--- src/rtl/mgt_pkg.sv ---
package mgt_pkg;
  localparam int DW    = 16;
  localparam int EXP_W = 4;
  localparam int PS_W  = (1 << EXP_W) - 1;

  typedef enum logic [1:0] {
    SZ_BYTE = 2'd0,
    SZ_HALF = 2'd1,
    SZ_WORD = 2'd2,
    SZ_RSV  = 2'd3
  } bus_size_e;

  typedef enum logic [1:0] {
    SEL_CTRL = 2'd0,
    SEL_MOD  = 2'd1,
    SEL_CNT  = 2'd2,
    SEL_NONE = 2'd3
  } reg_sel_e;

  localparam int B_EN   = 0;
  localparam int B_RLD  = 1;
  localparam int B_FLAG = 2;
  localparam int B_IE   = 3;
  localparam int B_OVW  = 4;
  localparam int B_DBG  = 5;
  localparam int B_DOZE = 6;
  localparam int B_EXP  = 8;

  localparam logic [DW-1:0] CTRL_WMASK = 16'h0F7B;
endpackage

--- src/rtl/mgt_regs.sv ---
module mgt_regs
  import mgt_pkg::*;
(
  input  logic          clk,
  input  logic          rst_n,
  input  logic          req,
  input  logic          wr,
  input  logic [2:0]    addr,
  input  logic [1:0]    size,
  input  logic          sup,
  input  logic [DW-1:0] wdata,
  input  logic [DW-1:0] cnt_i,
  input  logic          zero_evt_i,
  output logic [DW-1:0] rdata,
  output logic          err,
  output logic [DW-1:0] ctrl_o,
  output logic          flag_o,
  output logic [DW-1:0] mod_o,
  output logic          load_o,
  output logic [DW-1:0] load_val_o
);
  logic [DW-1:0] ctrl_q, ctrl_d, mod_q, mod_d;
  logic          flag_q, flag_d;
  logic          wr_ok, ctrl_we, mod_we, flag_clr;
  logic [1:0]    lanes;
  reg_sel_e      sel;

  function automatic logic [DW-1:0] merge_f(input logic [DW-1:0] old,
                                            input logic [DW-1:0] wd,
                                            input logic [1:0]    ln);
    merge_f = {ln[1] ? wd[15:8] : old[15:8], ln[0] ? wd[7:0] : old[7:0]};
  endfunction

  always_comb begin
    err      = req && (size == SZ_WORD || size == SZ_RSV || !sup);
    sel      = reg_sel_e'(addr[2:1]);
    lanes    = (size == SZ_HALF) ? 2'b11 : (addr[0] ? 2'b10 : 2'b01);
    wr_ok    = req && wr && !err;
    ctrl_we  = wr_ok && (sel == SEL_CTRL);
    mod_we   = wr_ok && (sel == SEL_MOD);
    ctrl_d   = merge_f(ctrl_q, wdata, lanes) & CTRL_WMASK;
    mod_d    = merge_f(mod_q, wdata, lanes);
    flag_clr = ctrl_we && lanes[0] && wdata[B_FLAG];
    flag_d   = zero_evt_i ? 1'b1 : (flag_clr ? 1'b0 : flag_q);
    load_o     = (ctrl_we && !ctrl_q[B_EN] && ctrl_d[B_EN]) ||
                 (mod_we && ctrl_q[B_OVW]);
    load_val_o = mod_we ? mod_d : mod_q;
    rdata = '0;
    if (req && !wr && !err) begin
      unique case (sel)
        SEL_CTRL: rdata = ctrl_q | (DW'(flag_q) << B_FLAG);
        SEL_MOD:  rdata = mod_q;
        SEL_CNT:  rdata = cnt_i;
        default:  rdata = '0;
      endcase
    end
  end

  always_ff @(posedge clk or negedge rst_n) begin
    if (!rst_n) begin
      ctrl_q <= '0;
      mod_q  <= '1;
      flag_q <= 1'b0;
    end else begin
      if (ctrl_we) ctrl_q <= ctrl_d;
      if (mod_we)  mod_q  <= mod_d;
      flag_q <= flag_d;
    end
  end

  assign ctrl_o = ctrl_q;
  assign flag_o = flag_q;
  assign mod_o  = mod_q;

  p_err_nowrite_r2: assert property (@(posedge clk) disable iff (!rst_n)
    (req && wr && err) |=> $stable(mod_q));
  p_user_rd_zero_r3: assert property (@(posedge clk) disable iff (!rst_n)
    (req && !sup) |-> (rdata == '0 && err));
  p_flag_source_r6: assert property (@(posedge clk) disable iff (!rst_n)
    $rose(flag_q) |-> $past(zero_evt_i));
  p_flag_clear_r7: assert property (@(posedge clk) disable iff (!rst_n)
    (flag_clr && !zero_evt_i) |=> !flag_q);
endmodule

--- src/rtl/mgt_prescale.sv ---
module mgt_prescale #(
  parameter int EXP_W = mgt_pkg::EXP_W
) (
  input  logic             clk,
  input  logic             rst_n,
  input  logic             clr_i,
  input  logic             run_i,
  input  logic [EXP_W-1:0] exp_i,
  output logic             tick_o
);
  localparam int PS_W = (1 << EXP_W) - 1;

  logic [PS_W-1:0] pcnt_q, pcnt_d, mask;
  logic            pcnt_en;

  always_comb begin
    mask    = ~({PS_W{1'b1}} << exp_i);
    tick_o  = run_i && ((pcnt_q & mask) == mask);
    pcnt_en = clr_i || run_i;
    if (clr_i || tick_o) pcnt_d = '0;
    else                 pcnt_d = pcnt_q + 1'b1;
  end

  always_ff @(posedge clk or negedge rst_n) begin
    if (!rst_n)       pcnt_q <= '0;
    else if (pcnt_en) pcnt_q <= pcnt_d;
  end

  p_frozen_phase_r11: assert property (@(posedge clk) disable iff (!rst_n)
    (!run_i && !clr_i) |=> $stable(pcnt_q));
endmodule

--- src/rtl/mgt_counter.sv ---
module mgt_counter #(
  parameter int W = mgt_pkg::DW
) (
  input  logic         clk,
  input  logic         rst_n,
  input  logic         tick_i,
  input  logic         load_i,
  input  logic [W-1:0] load_val_i,
  input  logic         reload_en_i,
  input  logic [W-1:0] mod_i,
  output logic [W-1:0] cnt_o,
  output logic         zero_evt_o
);
  logic [W-1:0] cnt_q, cnt_d;
  logic         cnt_en;

  always_comb begin
    zero_evt_o = tick_i && (cnt_q == '0);
    cnt_en     = load_i || tick_i;
    if (load_i)          cnt_d = load_val_i;
    else if (zero_evt_o) cnt_d = reload_en_i ? mod_i : '1;
    else                 cnt_d = cnt_q - 1'b1;
  end

  always_ff @(posedge clk or negedge rst_n) begin
    if (!rst_n)      cnt_q <= '1;
    else if (cnt_en) cnt_q <= cnt_d;
  end

  assign cnt_o = cnt_q;

  p_load_r4: assert property (@(posedge clk) disable iff (!rst_n)
    load_i |=> (cnt_q == $past(load_val_i)));
  p_reload_r6: assert property (@(posedge clk) disable iff (!rst_n)
    (zero_evt_o && !load_i && reload_en_i) |=> (cnt_q == $past(mod_i)));
  p_step_r5: assert property (@(posedge clk) disable iff (!rst_n)
    (tick_i && !load_i && cnt_q != '0) |=> (cnt_q == $past(cnt_q) - 1'b1));
endmodule

--- src/rtl/mgt_top.sv ---
module mgt_top
  import mgt_pkg::*;
(
  input  logic          clk,
  input  logic          rst_n,
  input  logic          bus_req,
  input  logic          bus_wr,
  input  logic [2:0]    bus_addr,
  input  logic [1:0]    bus_size,
  input  logic          bus_sup,
  input  logic [DW-1:0] bus_wdata,
  output logic [DW-1:0] bus_rdata,
  output logic          bus_err,
  input  logic          mode_wait,
  input  logic          mode_doze,
  input  logic          mode_stop,
  input  logic          mode_debug,
  output logic          irq
);
  logic          rst_meta, rst_sync_n;
  logic [DW-1:0] ctrl, modv, cnt, load_val;
  logic          flag, load, zero_evt, tick, run, frozen;

  always_ff @(posedge clk or negedge rst_n) begin
    if (!rst_n) begin
      rst_meta   <= 1'b0;
      rst_sync_n <= 1'b0;
    end else begin
      rst_meta   <= 1'b1;
      rst_sync_n <= rst_meta;
    end
  end

  always_comb begin
    frozen = mode_stop || (mode_doze && ctrl[B_DOZE]) || (mode_debug && ctrl[B_DBG]);
    run    = ctrl[B_EN] && !frozen;
    irq    = flag && ctrl[B_IE];
  end

  mgt_regs u_regs (
    .clk(clk), .rst_n(rst_sync_n), .req(bus_req), .wr(bus_wr), .addr(bus_addr),
    .size(bus_size), .sup(bus_sup), .wdata(bus_wdata), .cnt_i(cnt),
    .zero_evt_i(zero_evt), .rdata(bus_rdata), .err(bus_err), .ctrl_o(ctrl),
    .flag_o(flag), .mod_o(modv), .load_o(load), .load_val_o(load_val)
  );

  mgt_prescale #(.EXP_W(EXP_W)) u_pre (
    .clk(clk), .rst_n(rst_sync_n), .clr_i(!ctrl[B_EN]), .run_i(run),
    .exp_i(ctrl[B_EXP +: EXP_W]), .tick_o(tick)
  );

  mgt_counter #(.W(DW)) u_cnt (
    .clk(clk), .rst_n(rst_sync_n), .tick_i(tick), .load_i(load),
    .load_val_i(load_val), .reload_en_i(ctrl[B_RLD]), .mod_i(modv),
    .cnt_o(cnt), .zero_evt_o(zero_evt)
  );

  p_halt_hold_r11: assert property (@(posedge clk) disable iff (!rst_sync_n)
    (frozen && !load) |=> $stable(cnt));
  p_wait_free_r9: assert property (@(posedge clk) disable iff (!rst_sync_n)
    (mode_wait && ctrl[B_EN] && !mode_stop && !mode_doze && !mode_debug) |-> run);
  p_debug_gate_r10: assert property (@(posedge clk) disable iff (!rst_sync_n)
    (mode_debug && ctrl[B_DBG]) |-> !tick);
endmodule

--- config.mk ---
export PLATFORM = sky130hd
export DESIGN_NAME = mgt_top
export DESIGN_NICKNAME = d
export VERILOG_FILES = /design/src/rtl/mgt_pkg.sv /design/src/rtl/mgt_regs.sv /design/src/rtl/mgt_prescale.sv /design/src/rtl/mgt_counter.sv /design/src/rtl/mgt_top.sv
export SDC_FILE = /design/constraint.sdc
export NUM_CORES = 1
export LEC_CHECK = 0
export ABC_AREA = 1
export BUFFER_PORTS_ARGS = -buffer_cell sky130_fd_sc_hd__buf_2
export CAP_MARGIN = 20
export CORE_ASPECT_RATIO = 0.9
export CORE_MARGIN = 5
export CORE_UTILIZATION = 45
export CTS_CLUSTER_DIAMETER = 150
export DETAILED_ROUTE_END_ITERATION = 7
export HOLD_SLACK_MARGIN = 0.12
export PLACE_DENSITY = 0.67
export SLEW_MARGIN = 20
export SYNTH_ARGS = -nofsm -noshare
export SYNTH_HDL_FRONTEND = slang
export SYNTH_SLANG_ARGS = --single-unit
--- constraint.sdc ---
create_clock -name clk -period 1.8 [get_ports clk]
set_clock_uncertainty 0.15 [all_clocks]
set_input_delay 0.45 -clock clk [delete_from_list [all_inputs] [get_ports clk]]
set_output_delay 0.45 -clock clk [all_outputs]
set_load 0.005 [all_outputs]
* Yosys cells after proc, flatten, opt, wreduce, memory -nomap -nowiden
Cells that the tools add are included.
Word-level totals: bits in registers 60, bits of input ports 30
Operators by class: shifts and indexed selects 1, eq/ne operators 6, add/subtract/negate cells 2, bitwise operators 3, reduce and logical (&&, ||, !) cells 36, multiplexer cells 14
Operator list (number):
- $mux W16 | 5
- $pmux W16 S3 | 1
- $logic_and A1 B1 Y1 | 18
- $logic_not A16 Y1 | 1
- $mux W8 | 2
- $sub A16 B1 Y16 const B | 1
- $add A15 B1 Y15 const B | 1
- $and A15 B15 Y15 | 1
- $eq A15 B15 Y1 | 1
- $mux W15 | 1
- $not A15 Y15 | 1
- $shl A15 B4 Y15 const A | 1
- $or A12 B3 Y12 | 1
- $logic_or A1 B1 Y1 | 8
- $eq A2 B2 Y1 const B | 3
- $logic_not A1 Y1 | 5
- $eq A2 B1 Y1 const B | 2
- $mux W2 | 2
- $reduce_and A2 Y1 | 2
- $mux W1 | 3
- $logic_not A2 Y1 | 1
- $reduce_bool A2 Y1 | 1

* Depth between registers and ports, before layout
Gate-level depths: netlist (run 1).
depth in word-level cells 11, depth in mapped cells 14, mapped depth without buffers 13

* Cells and area by module
From an unflattened synthesis (run 1), not the netlist that was laid out.
Second synthesis, totals: cells, all modules 642, area, all modules 4370.4 um2
Modules (own cells, without submodules):
- mgt_regs | cells each 245, instances 1, area an instance 1667.8 um2, sequential area each 695.7 um2
- mgt_counter | cells each 234, instances 1, area an instance 1569.0 um2, sequential area each 420.4 um2
- mgt_prescale | cells each 151, instances 1, area an instance 1044.8 um2, sequential area each 375.4 um2
- mgt_top | cells each 12, instances 1, area an instance 88.8 um2, sequential area each 50.0 um2

* Worst setup path after synthesis (run 1)
Ideal clock, no wire load.
kind in2out, from in bus_sup, to out bus_rdata[11], required time 1.200 ns, arrival time 1.426 ns, cell stages on the path 7, buffers on the path 1, setup slack -0.226 ns, cell sequence inv_1 -> nor2_2 -> nor2_1 -> nor3_1 -> clkbuf_1 -> nand2_1 -> inv_1
On the way: longest elaborated chain between the ends 6
Ends and longest elaborated chain:
- start, declared | line mgt_top.sv:10 | input logic bus_sup,
- $logic_not A1 Y1 | line mgt_regs.sv:35 | err = req && (size == SZ_WORD || size == SZ_RSV || !sup);
- $logic_or A1 B1 Y1 | line mgt_regs.sv:35
- $logic_and A1 B1 Y1 | line mgt_regs.sv:35
- via bus_err | line mgt_top.sv:13 | output logic bus_err,
- $logic_not A1 Y1 | line mgt_regs.sv:49 | if (req && !wr && !err) begin
- $logic_and A1 B1 Y1 | line mgt_regs.sv:49
- $mux W16 | line mgt_regs.sv:49
- end, declared | line mgt_top.sv:12 | output logic [DW-1:0] bus_rdata,
The timed path passes the listed nets, and every way through them passes these cells.

* Worst setup path after layout (run 1)
from reg u_regs.ctrl_q[10], in the netlist u_regs.ctrl_o[10], to out bus_rdata[10]
On the way: longest elaborated chain between the ends 3
Ends and longest elaborated chain:
- start, declared | line mgt_regs.sv:22 | logic [DW-1:0] ctrl_q, ctrl_d, mod_q, mod_d;
- start signal, assigned | line mgt_regs.sv:65 | if (ctrl_we) ctrl_q <= ctrl_d;
- $or A12 B3 Y12 | line mgt_regs.sv:51 | SEL_CTRL: rdata = ctrl_q | (DW'(flag_q) << B_FLAG);
- $pmux W16 S3 | line mgt_regs.sv:50 | unique case (sel)
- $mux W16 | line mgt_regs.sv:49
No other way between the ends.

==> results of run 1 <==
## registers in the layout, summed over array words and instances, names as in the netlist
name           count
u_regs.ctrl_o     10
u_pre.pcnt_q      15
u_cnt.cnt_o       16
rst_meta           1
rst_sync_n         1
u_regs.flag_o      1
u_regs.mod_o      16
## synth_stat cells (2+ instances only)
master | number | area, um2
nand3b_1 | 2 | 15.0
nand3_1 | 53 | 265
ha_1 | 3 | 37.5
o21ai_1 | 11 | 55.1
o22ai_1 | 8 | 50.1
dfrtp_1 | 28 | 701
nor3_1 | 13 | 65.1
a21oi_1 | 12 | 60.1
inv_1 | 104 | 390
buf_6 | 4 | 45.0
nor2_2 | 6 | 37.5
nand4_1 | 17 | 106
o221ai_1 | 6 | 52.6
nand2_4 | 5 | 56.3
o21ai_0 | 33 | 165
buf_2 | 3 | 15.0
nand2_2 | 5 | 31.3
xor2_1 | 9 | 78.8
nor2_4 | 6 | 67.6
dfstp_2 | 32 | 841
nand2_8 | 2 | 40.0
clkbuf_1 | 7 | 26.3
o21ai_2 | 10 | 87.6
nand2_1 | 166 | 623
nor2_1 | 64 | 240
inv_2 | 6 | 22.5
## timing repair
action	in CTS	in global routing
gates resized for setup	92	81
hold endpoints to repair	2	0
pin swaps	27	38
hold buffers	1	0
gates cloned	3	1
setup buffers	23	4
setup endpoints to repair	48	48
## metal layers
layer  vias up  wire length [um]
met1      2233              6040
met5         -                 0
met4         0               357
li1       2268                 -
met2       225              6610
met3        37              1190
## how the worst min path moves through the flow
| stage | from | cells after the start | end |
|---|---|---|---|
| after detailed placement | rst_n | 1 | rst_meta |
| after global placement | rst_n | 1 | rst_meta |
| after CTS | rst_sync_n | 1 | u_pre.pcnt_q[2] |
| after floorplan | rst_n | 0 | rst_meta |
| after global routing | rst_sync_n | 1 | u_pre.pcnt_q[6] |
| final | rst_sync_n | 1 | u_pre.pcnt_q[6] |
## worst max-delay path: stages, from the launching register on
cell     delay (ns)
dfrtp_2        0.45
inv_2          0.12
buf_4          0.11
o22ai_1        0.07
o21ai_1        0.16
inv_1          0.05
buf_2          0.12
## kinds of logic (layout without fill, tap and decap cells)
logic type      after synthesis  count (layout)  synth area share (%)
fa+ha+maj                     3               3                 0.877
other cells                   1               1                0.0876
flops                        60              60                  36.0
xor+xnor                     10              10                  2.05
simple gates                342             343                  37.2
compound gates               82              82                  11.3
buf+inv                     127             273                  12.4
## power groups by stage
stage | registers, W | clock network (W) | logic (W)
detailed placement | 0.00204 | 0 | 0.00233
global route | 0.00206 | 0.00146 | 0.00340
floorplan | 0.00198 | 0 | 0.00162
CTS | 0.00200 | 0.00139 | 0.00276
finish | 0.00202 | 0.00138 | 0.00312
global placement | 0.00203 | 0 | 0.00229
## through the flow
| step | cells | instance area (um2) | utilization, % |
|---|---|---|---|
| 5_1_grt | 894 | 6260 | 68.0 |
| 3_5_place_dp | 848 | 5200 | 56.4 |
| 3_3_place_gp | 848 | 5200 | 56.4 |
| 6_report | 894 | 6260 | 68.0 |
| 4_1_cts | 891 | 5960 | 64.7 |
| 2_1_floorplan | 625 | 4320 | - |
## cell type report
| type | instances | share of cell area (%) |
|---|---|---|
| multi-input combinational | 439 | 42.6 |
| timing repair inverter | 2 | 0.300 |
| clock buffer | 11 | 2.26 |
| clock inverter | 5 | 1.20 |
| tap | 122 | 2.44 |
| sequential | 60 | 24.7 |
| timing repair buffer | 144 | 19.4 |
| inverter | 111 | 7.14 |
==> run_results.csv, run 1 <==
group,metric,value,unit
detailed_routing,vias,4763,
die,die_area,11600,um2
grt,grt_usage,24.3,%
synthesis,ys_ff_latch,60,
setup_path,crit_path_max_fanout,4,
setup_path,cp.required,1.20,ns
grt,top_usage_layer,"met2",
cells_and_area,fill_cells,760,
detailed_routing,ant_nets,0,
grt,antenna_found_initial,0,
detailed_routing,wl_per_cell,15.9,um
grt,grt_pass1_vias,4602,
detailed_routing,drt_wl_total,14200,um
detailed_routing,viasPerCell,5.33,
synthesis,synth_ff_type,"dfstp_2",
outcome,status,"complete, but fails checks",
timing,drv_slew,0,
grt,grt_util_met1,33.7,%
timing,post-route-period-util,113,%
outcome,violations,"setup timing",
clock_network,clk_pin_slew_worst_paths,0.07,ns
power_and_ir_drop,clkPwrFrac,21.1,%
setup_path,startpoint_type,"flip-flop",
clock_network,cts_sinks,60,
placed_design,port_buffers,46,
synthesis,synth_cells,625,
timing,setup_viol,48,
timing,rsz0062_at_grt,"yes",
clock_network,insertion_delay,0.35,ns
die,io_pins,48,
cells_and_area,drive_above_1_share,44.3,%
power_and_ir_drop,p_int,0.00389,W
placed_design,place_ws,-0.341,ns
die,core-area,9210,um2
timing,fin_ws,-0.239,ns
synthesis,avgSynthCellArea,6.85,um2
cells_and_area,syn2layout_area_growth,46.1,%
timing,hold_viol_final,0,
die,initial_core_util,46.5,%
synthesis,async_reset_ff_share,100,%
synthesis,netlist_area,4280,um2
cells_and_area,ff_latch_area,1550,um2
job,cap_violations,0,
clock_network,cts.htree.levels,3,
setup_path,reg2reg_depth,13,
clock_network,cts.path.max_buffers,2,
synthesis,yosysUniqueCellTypes,36,
synthesis,ys_warn_count,0,
die,row_count,33,
power_and_ir_drop,p_switching,0.00262,W
setup_path,arrival,1.44,ns
synthesis,synth_nets,658,
die,die_w,113,um
cells_and_area,final_net_count,800,
grt,grt_util_met3,4.69,%
power_and_ir_drop,total_power,0.00651,W
grt,grt_max_degree,59,
setup_path,startpoint,"u_regs.ctrl_o[10]",
grt,grt_first_pass_wirelength,22400,um
setup_path,reg2reg_to,"u_cnt.cnt_o[1]",
setup_path,r2r_start,"u_regs.ctrl_o[10]",
timing,fin_tns_setup,-7.97,ns
cells_and_area,mostFrequentLayoutCells,"144 x nand2_1, 78 x inv_1, 73 x buf_4",
synthesis,synth_edf_count,0,
power_and_ir_drop,leakagePower,3.12,nW
die,dieHeight,103,um
cells_and_area,multi_input_area,2660,um2
setup_path,crit_type,"flip-flop to output port",
timing,fin_crit,2.04,ns
clock_network,cts_buffers,9,
placed_design,dp_hpwl,9380,um
detailed_routing,drtIter0Drc,392,
setup_path,r2r_setup_slack,-0.22,ns
timing,max_freq,491,MHz
setup_path,crit_path_end,"bus_rdata[10]",
setup_path,worst_setup_path_end_kind,"output port",
grt,grt_use_met2,38.5,%
cells_and_area,final_common_cell,"nand2_1",
power_and_ir_drop,comb_power_share,47.8,%
power_and_ir_drop,p_per_area,1040,nW/um2
detailed_routing,firstDrtPassIters,6,
clock_network,cts_tree,"yes",
detailed_routing,post-route-drc-count,0,
placed_design,place_congestion,0.958,
grt,overflow,0,
power_and_ir_drop,p_seq_share,31.0,%
cells_and_area,n_antenna_cell,0,
synthesis,ys_seq_area_share,36.0,%
power_and_ir_drop,vdd_drop_max,0.552,mV
power_and_ir_drop,p_sw_share,40.3,%
hold_path,hold_class,"flip-flop to asynchronous set/reset pin",
timing,whs,0.129,ns
clock_network,root_buffer,"clkbuf_8",
No activity file was read; power rests on OpenSTA's default activity.
==> inputs of run 2 (changes only) <==
--- a/config.mk
+++ b/config.mk
@@ -8,13 +8,15 @@
 export ABC_AREA = 1
 export BUFFER_PORTS_ARGS = -buffer_cell sky130_fd_sc_hd__buf_2
 export CAP_MARGIN = 20
+export CELL_PAD_IN_SITES_DETAIL_PLACEMENT = 0
+export CELL_PAD_IN_SITES_GLOBAL_PLACEMENT = 1
 export CORE_ASPECT_RATIO = 0.9
 export CORE_MARGIN = 5
-export CORE_UTILIZATION = 45
+export CORE_UTILIZATION = 38
 export CTS_CLUSTER_DIAMETER = 150
 export DETAILED_ROUTE_END_ITERATION = 7
 export HOLD_SLACK_MARGIN = 0.12
-export PLACE_DENSITY = 0.67
+export PLACE_DENSITY = 0.77
 export SLEW_MARGIN = 20
 export SYNTH_ARGS = -nofsm -noshare
 export SYNTH_HDL_FRONTEND = slang
==> run_results.csv, run 2 (synthesis gave the netlist of run 1 again) <==
group,metric,value,unit
cells_and_area,fill_cells,1012,
setup_path,crit_path_max_fanout,9,
cells_and_area,fin_util,59.4,%
job,cap_violations,0,
clock_network,insertion_delay,0.34,ns
die,io_pins,48,
clock_network,cts_sinks,60,
grt,grt_max_degree,44,
grt,grt_usage,21.7,%
setup_path,critPathTopFamily,"simple AND/OR/NAND/NOR gates",
placed_design,place_congestion,0.902,
power_and_ir_drop,p_switching,0.00271,W
power_and_ir_drop,vdd_drop_max,0.701,mV
timing,rsz0062_at_grt,"yes",
timing,whs,0.161,ns
timing,max_freq,490,MHz
clock_network,cts.path.max_buffers,2,
clock_network,cts_tree,"yes",
grt,grt_first_pass_wirelength,23100,um
detailed_routing,drtIter0Drc,240,
die,row_count,36,
clock_network,cts.htree.levels,3,
timing,slew_headroom,55.2,%
timing,post-route-period-util,113,%
cells_and_area,syn2layout_area_growth,51.7,%
detailed_routing,viasPerCell,4.98,
detailed_routing,wl_per_cell,15.3,um
power_and_ir_drop,comb_power_share,46.9,%
cells_and_area,final_net_count,820,
die,initial_core_util,39.1,%
timing,hold_viol_final,0,
setup_path,crit_path_top_delay_cell,"dfrtp_2",
timing,fin_tns_setup,-7.86,ns
setup_path,cp.required,1.88,ns
setup_path,startpoint_type,"flip-flop",
setup_path,cpMostUsedCell,"nand2_8",
detailed_routing,firstDrtPassIters,5,
power_and_ir_drop,clkPwrFrac,23.7,%
die,dieHeight,111,um
timing,fin_crit,2.04,ns
timing,drv_slew,0,
setup_path,arrival,2.12,ns
setup_path,crit_type,"flip-flop to flip-flop",
cells_and_area,mostFrequentLayoutCells,"149 x nand2_1, 93 x buf_4, 79 x inv_1",
clock_network,clk_pin_slew_worst_paths,0.05,ns
detailed_routing,ant_nets,0,
detailed_routing,vias,4697,
clock_network,cts_buffers,9,
setup_path,worstPathBufferInverterCount,3,
hold_path,hold_class,"flip-flop to asynchronous set/reset pin",
power_and_ir_drop,p_sw_share,39.1,%
timing,setup_viol,48,
placed_design,dp_hpwl,10100,um
grt,grt_pass1_vias,4563,
timing,fin_ws,-0.239,ns
outcome,status,"complete, but fails checks",
grt,antenna_found_initial,0,
detailed_routing,drt_wl_total,14500,um
setup_path,cpPeakStageDelay,0.46,ns
grt,overflow,0,
power_and_ir_drop,leakagePower,3.22,nW
power_and_ir_drop,p_int,0.00422,W
cells_and_area,final_common_cell,"nand2_1",
clock_network,root_buffer,"clkbuf_16",
cells_and_area,n_antenna_cell,0,
setup_path,path_cells,"buf_6, nand2_8, nand2_1, nand2_1, nand2_2, nor2_4, nand2_4, nor2_8, nand2_8, buf_12, nand2_8, inv_8, nand3_1, o21ai_1",
die,core-area,10900,um2
power_and_ir_drop,p_seq_share,29.4,%
power_and_ir_drop,total_power,0.00694,W
outcome,violations,"setup timing",
die,die_w,122,um
cells_and_area,finalInstanceArea,6500,um2
placed_design,place_area,5300,um2
setup_path,worst_setup_path_end_kind,"flip-flop",
detailed_routing,post-route-drc-count,0,
placed_design,port_buffers,46,
cells_and_area,drive_above_1_share,45.6,%
die,die_area,13500,um2
power_and_ir_drop,p_per_area,1070,nW/um2
timing,tightest_slew,0.670,ns
==> run 2: changes by cell type in the layout (fill, tap and decap cells not counted), sizes merged <==
cell,delta
clkbuf,+4
buf,+20
clkinvlp,-1
dlygate4sd3,+1
bufinv,-2
clkinv,-2
==> run 2: worst paths after layout <==
path                             startpoint               end  slack, ns  cells past startpoint
max                        u_regs.ctrl_o[9]  u_pre.pcnt_q[14]      -0.24                     14
min                              rst_sync_n   u_regs.mod_o[9]       0.16                      0
max reg2reg                u_regs.ctrl_o[9]  u_pre.pcnt_q[14]      -0.24                     14
min reg2reg                      rst_sync_n   u_regs.mod_o[9]       0.16                      0
max in group asynchronous        rst_sync_n  u_regs.ctrl_o[8]       0.20                      1
min in group clk                   rst_meta        rst_sync_n       0.20                      0
==> run 2: area by class of cell <==
class	count	area, um2	share of cell area [%]
clock inverters	2	10.0	0.154
repair buffers	166	1360	20.9
clock buffers	14	264	4.06
flip-flops and latches	60	1550	23.8
inverters	111	454	6.99
well taps	152	190	2.93
multi-input cells	439	2670	41.2
==> run 2: power by group through the flow <==
stage               registers (W)  logic (W)  clock network, W
floorplan                 0.00198    0.00162                 0
global placement          0.00203    0.00239                 0
detailed placement        0.00203    0.00242                 0
CTS                       0.00201    0.00287           0.00167
global route              0.00207    0.00356           0.00172
finish                    0.00204    0.00326           0.00164
==> run 2: timing repair <==
| item | CTS | global route |
|---|---|---|
| hold buffers | 2 | 0 |
| gates resized for setup | 99 | 77 |
| gates cloned | 2 | 1 |
| endpoints found under the setup margin | 48 | 48 |
| pin swaps | 23 | 30 |
| hold endpoints to repair | 15 | 0 |
| buffers inserted | 28 | 9 |
==> run 2: stage by stage <==
step           std cells  setup WS [ns]
2_1_floorplan        625        0.00928
3_3_place_gp         888         -0.285
3_5_place_dp         888         -0.291
4_1_cts              936         -0.173
5_1_grt              944         -0.325
6_report             944         -0.239
==> run 2: metal layers <==
metal  vias to the layer above  GRT usage [%]  part of all wire, %
met4                         0           6.12                  1.4
met1                      2206           31.7                   48
met2                       143           32.4                   45
met5                         -              0                    0
li1                       2331              -                    -
met3                        17           4.49                  5.4
==> inputs of run 3 (changes only) <==
--- a/config.mk
+++ b/config.mk
@@ -12,12 +12,14 @@
 export CELL_PAD_IN_SITES_GLOBAL_PLACEMENT = 1
 export CORE_ASPECT_RATIO = 0.9
 export CORE_MARGIN = 5
-export CORE_UTILIZATION = 38
+export CORE_UTILIZATION = 30
 export CTS_CLUSTER_DIAMETER = 150
 export DETAILED_ROUTE_END_ITERATION = 7
 export HOLD_SLACK_MARGIN = 0.12
-export PLACE_DENSITY = 0.77
+export PLACE_DENSITY = 0.63
+export SETUP_SLACK_MARGIN = 0.5
 export SLEW_MARGIN = 20
 export SYNTH_ARGS = -nofsm -noshare
 export SYNTH_HDL_FRONTEND = slang
 export SYNTH_SLANG_ARGS = --single-unit
+export TNS_END_PERCENT = 100
==> run_results.csv, run 3 (synthesis gave the netlist of run 1 again) <==
group,metric,value,unit
outcome,status,"complete, but fails checks",
outcome,violations,"setup timing",
grt,grt_usage,19.7,%
die,die_w,136,um
die,row_count,41,
placed_design,place_area,5510,um2
detailed_routing,wl_met2,7070,um
hold_path,hold_class,"flip-flop to asynchronous set/reset pin",
setup_path,cp.required,1.20,ns
cells_and_area,syn2layout_area_growth,70.3,%
power_and_ir_drop,p_per_area,1010,nW/um2
die,io_pins,48,
timing,hold_viol_final,0,
clock_network,cts.htree.levels,3,
power_and_ir_drop,p_int,0.00445,W
clock_network,cts_sinks,60,
setup_path,crit_path_max_fanout,4,
setup_path,worst_setup_path_end_kind,"output port",
clock_network,cts.path.max_buffers,2,
timing,max_freq,487,MHz
setup_path,crit_path_top_delay_cell,"dfrtp_2",
detailed_routing,routed.top_layer,"met4",
power_and_ir_drop,p_sw_share,39.5,%
detailed_routing,post-route-drc-count,0,
die,die_area,16800,um2
cells_and_area,mostFrequentLayoutCells,"127 x nand2_1, 81 x buf_4, 74 x inv_1",
power_and_ir_drop,p_switching,0.00291,W
die,dieHeight,123,um
cells_and_area,final_net_count,830,
cells_and_area,fill_cells,1322,
setup_path,arrival,1.45,ns
cells_and_area,fin_util,52.1,%
grt,grt_pass1_vias,4801,
timing,fin_crit,2.05,ns
clock_network,cts_buffers,9,
setup_path,worstPathBufferInverterCount,5,
grt,grt_max_degree,33,
power_and_ir_drop,comb_power_share,49.0,%
die,initial_core_util,30.6,%
detailed_routing,viasPerCell,4.84,
clock_network,cts_tree,"yes",
detailed_routing,drtIter0Drc,306,
detailed_routing,firstDrtPassIters,5,
clock_network,root_buffer,"clkbuf_16",
die,core-area,14000,um2
detailed_routing,wl_per_cell,16.1,um
timing,fin_ws,-0.254,ns
timing,rsz0062_at_grt,"yes",
cells_and_area,n_antenna_cell,0,
clock_network,hold_buffers,1,
placed_design,port_buffers,46,
grt,overflow,0,
timing,post-route-period-util,114,%
cells_and_area,final_common_cell,"nand2_1",
setup_path,cpPeakStageDelay,0.45,ns
power_and_ir_drop,clkPwrFrac,23.5,%
setup_path,cpMostUsedCell,"buf_6",
setup_path,critPathTopFamily,"flip-flops",
cells_and_area,drive_above_1_share,51.6,%
power_and_ir_drop,total_power,0.00736,W
setup_path,crit_type,"flip-flop to output port",
power_and_ir_drop,p_seq_share,27.4,%
power_and_ir_drop,leakagePower,3.47,nW
placed_design,place_congestion,0.899,
timing,setup_viol,49,
detailed_routing,ant_nets,0,
job,cap_violations,0,
grt,antenna_found_initial,0,
placed_design,place_ws,-0.309,ns
grt,grt_first_pass_wirelength,25300,um
clock_network,clk_pin_slew_worst_paths,0.06,ns
timing,drv_slew,0,
detailed_routing,drt_wl_total,16100,um
detailed_routing,wl_met3,1060,um
power_and_ir_drop,vdd_drop_max,0.592,mV
cells_and_area,finalInstanceArea,7300,um2
clock_network,insertion_delay,0.34,ns
detailed_routing,met1_length,7680,um
placed_design,dp_hpwl,10700,um
detailed_routing,vias,4811,
setup_path,path_cells,"buf_6, inv_4, buf_6, o22ai_2, o21ai_2, inv_1, buf_2",
setup_path,startpoint_type,"flip-flop",
## run 3: cell types whose count changed in the layout (fill, tap and decap cells not counted), moves of 6 or more
cell     delta
buf_6      +22
o21ai_4     +7
nand2_1    -22
o21ai_0    -20
buf_2      -10
o21ai_2     +7
buf_4      -12
inv_2       +6
o21ai_1     +6
nand2_4    +16
## run 3: power by group through the flow
stage	clock network, W	registers, W	logic, W
after floorplan	0	0.00199	0.00169
after global placement	0	0.00204	0.00258
after detailed placement	0	0.00204	0.00261
after CTS	0.00177	0.00201	0.00330
after global routing	0.00182	0.00206	0.00394
final	0.00173	0.00202	0.00361
## run 3: stage by stage
step	cells	hold WS, ns	TNS [ns]
after global routing	995	0.0754	-13.42
after CTS	984	0.0570	-7.13
after detailed placement	935	0.0532	-12.49
final	995	0.0395	-8.74
after global placement	935	0.0552	-12.29
after floorplan	625	0.00441	0
## run 3: final timing paths
kind | startpoint | end | slack [ns] | depth (start not counted)
setup reg to reg | u_regs.ctrl_o[10] | u_cnt.cnt_o[1] | -0.23 | 11
max in group asynchronous | rst_sync_n | u_regs.mod_o[8] | 0.88 | 1
hold reg to reg | rst_sync_n | u_regs.ctrl_o[6] | 0.04 | 0
hold / removal | rst_sync_n | u_regs.ctrl_o[6] | 0.04 | 0
min in group clk | rst_meta | rst_sync_n | 0.21 | 0
setup / recovery | u_regs.ctrl_o[10] | bus_rdata[10] | -0.25 | 7
## run 3: cell type report
cell class | instances | area [um2] | area share, %
Clock buffer | 9 | 225 | 3.09
Clock inverter | 7 | 67.6 | 0.926
Inverter | 111 | 484 | 6.64
Multi-Input combinational cell | 441 | 3110 | 42.6
Sequential cell | 60 | 1550 | 21.2
Tap cell | 193 | 241 | 3.31
Timing Repair Buffer | 172 | 1610 | 22.0
Timing Repair inverter | 2 | 15.0 | 0.206
## run 3: per-layer routing
layer	global-route usage (%)	vias up
li1	-	2349
met1	28.1	2306
met2	30.1	135
met3	4.43	21
met4	5.35	0
met5	0	-
## run 3: what timing repair did
item	CTS	global route
gates resized for setup	186	90
endpoints found under the setup margin	75	75
pin swaps	36	26
endpoints found under the hold margin	9	7
gates cloned	5	3
setup buffers	27	8
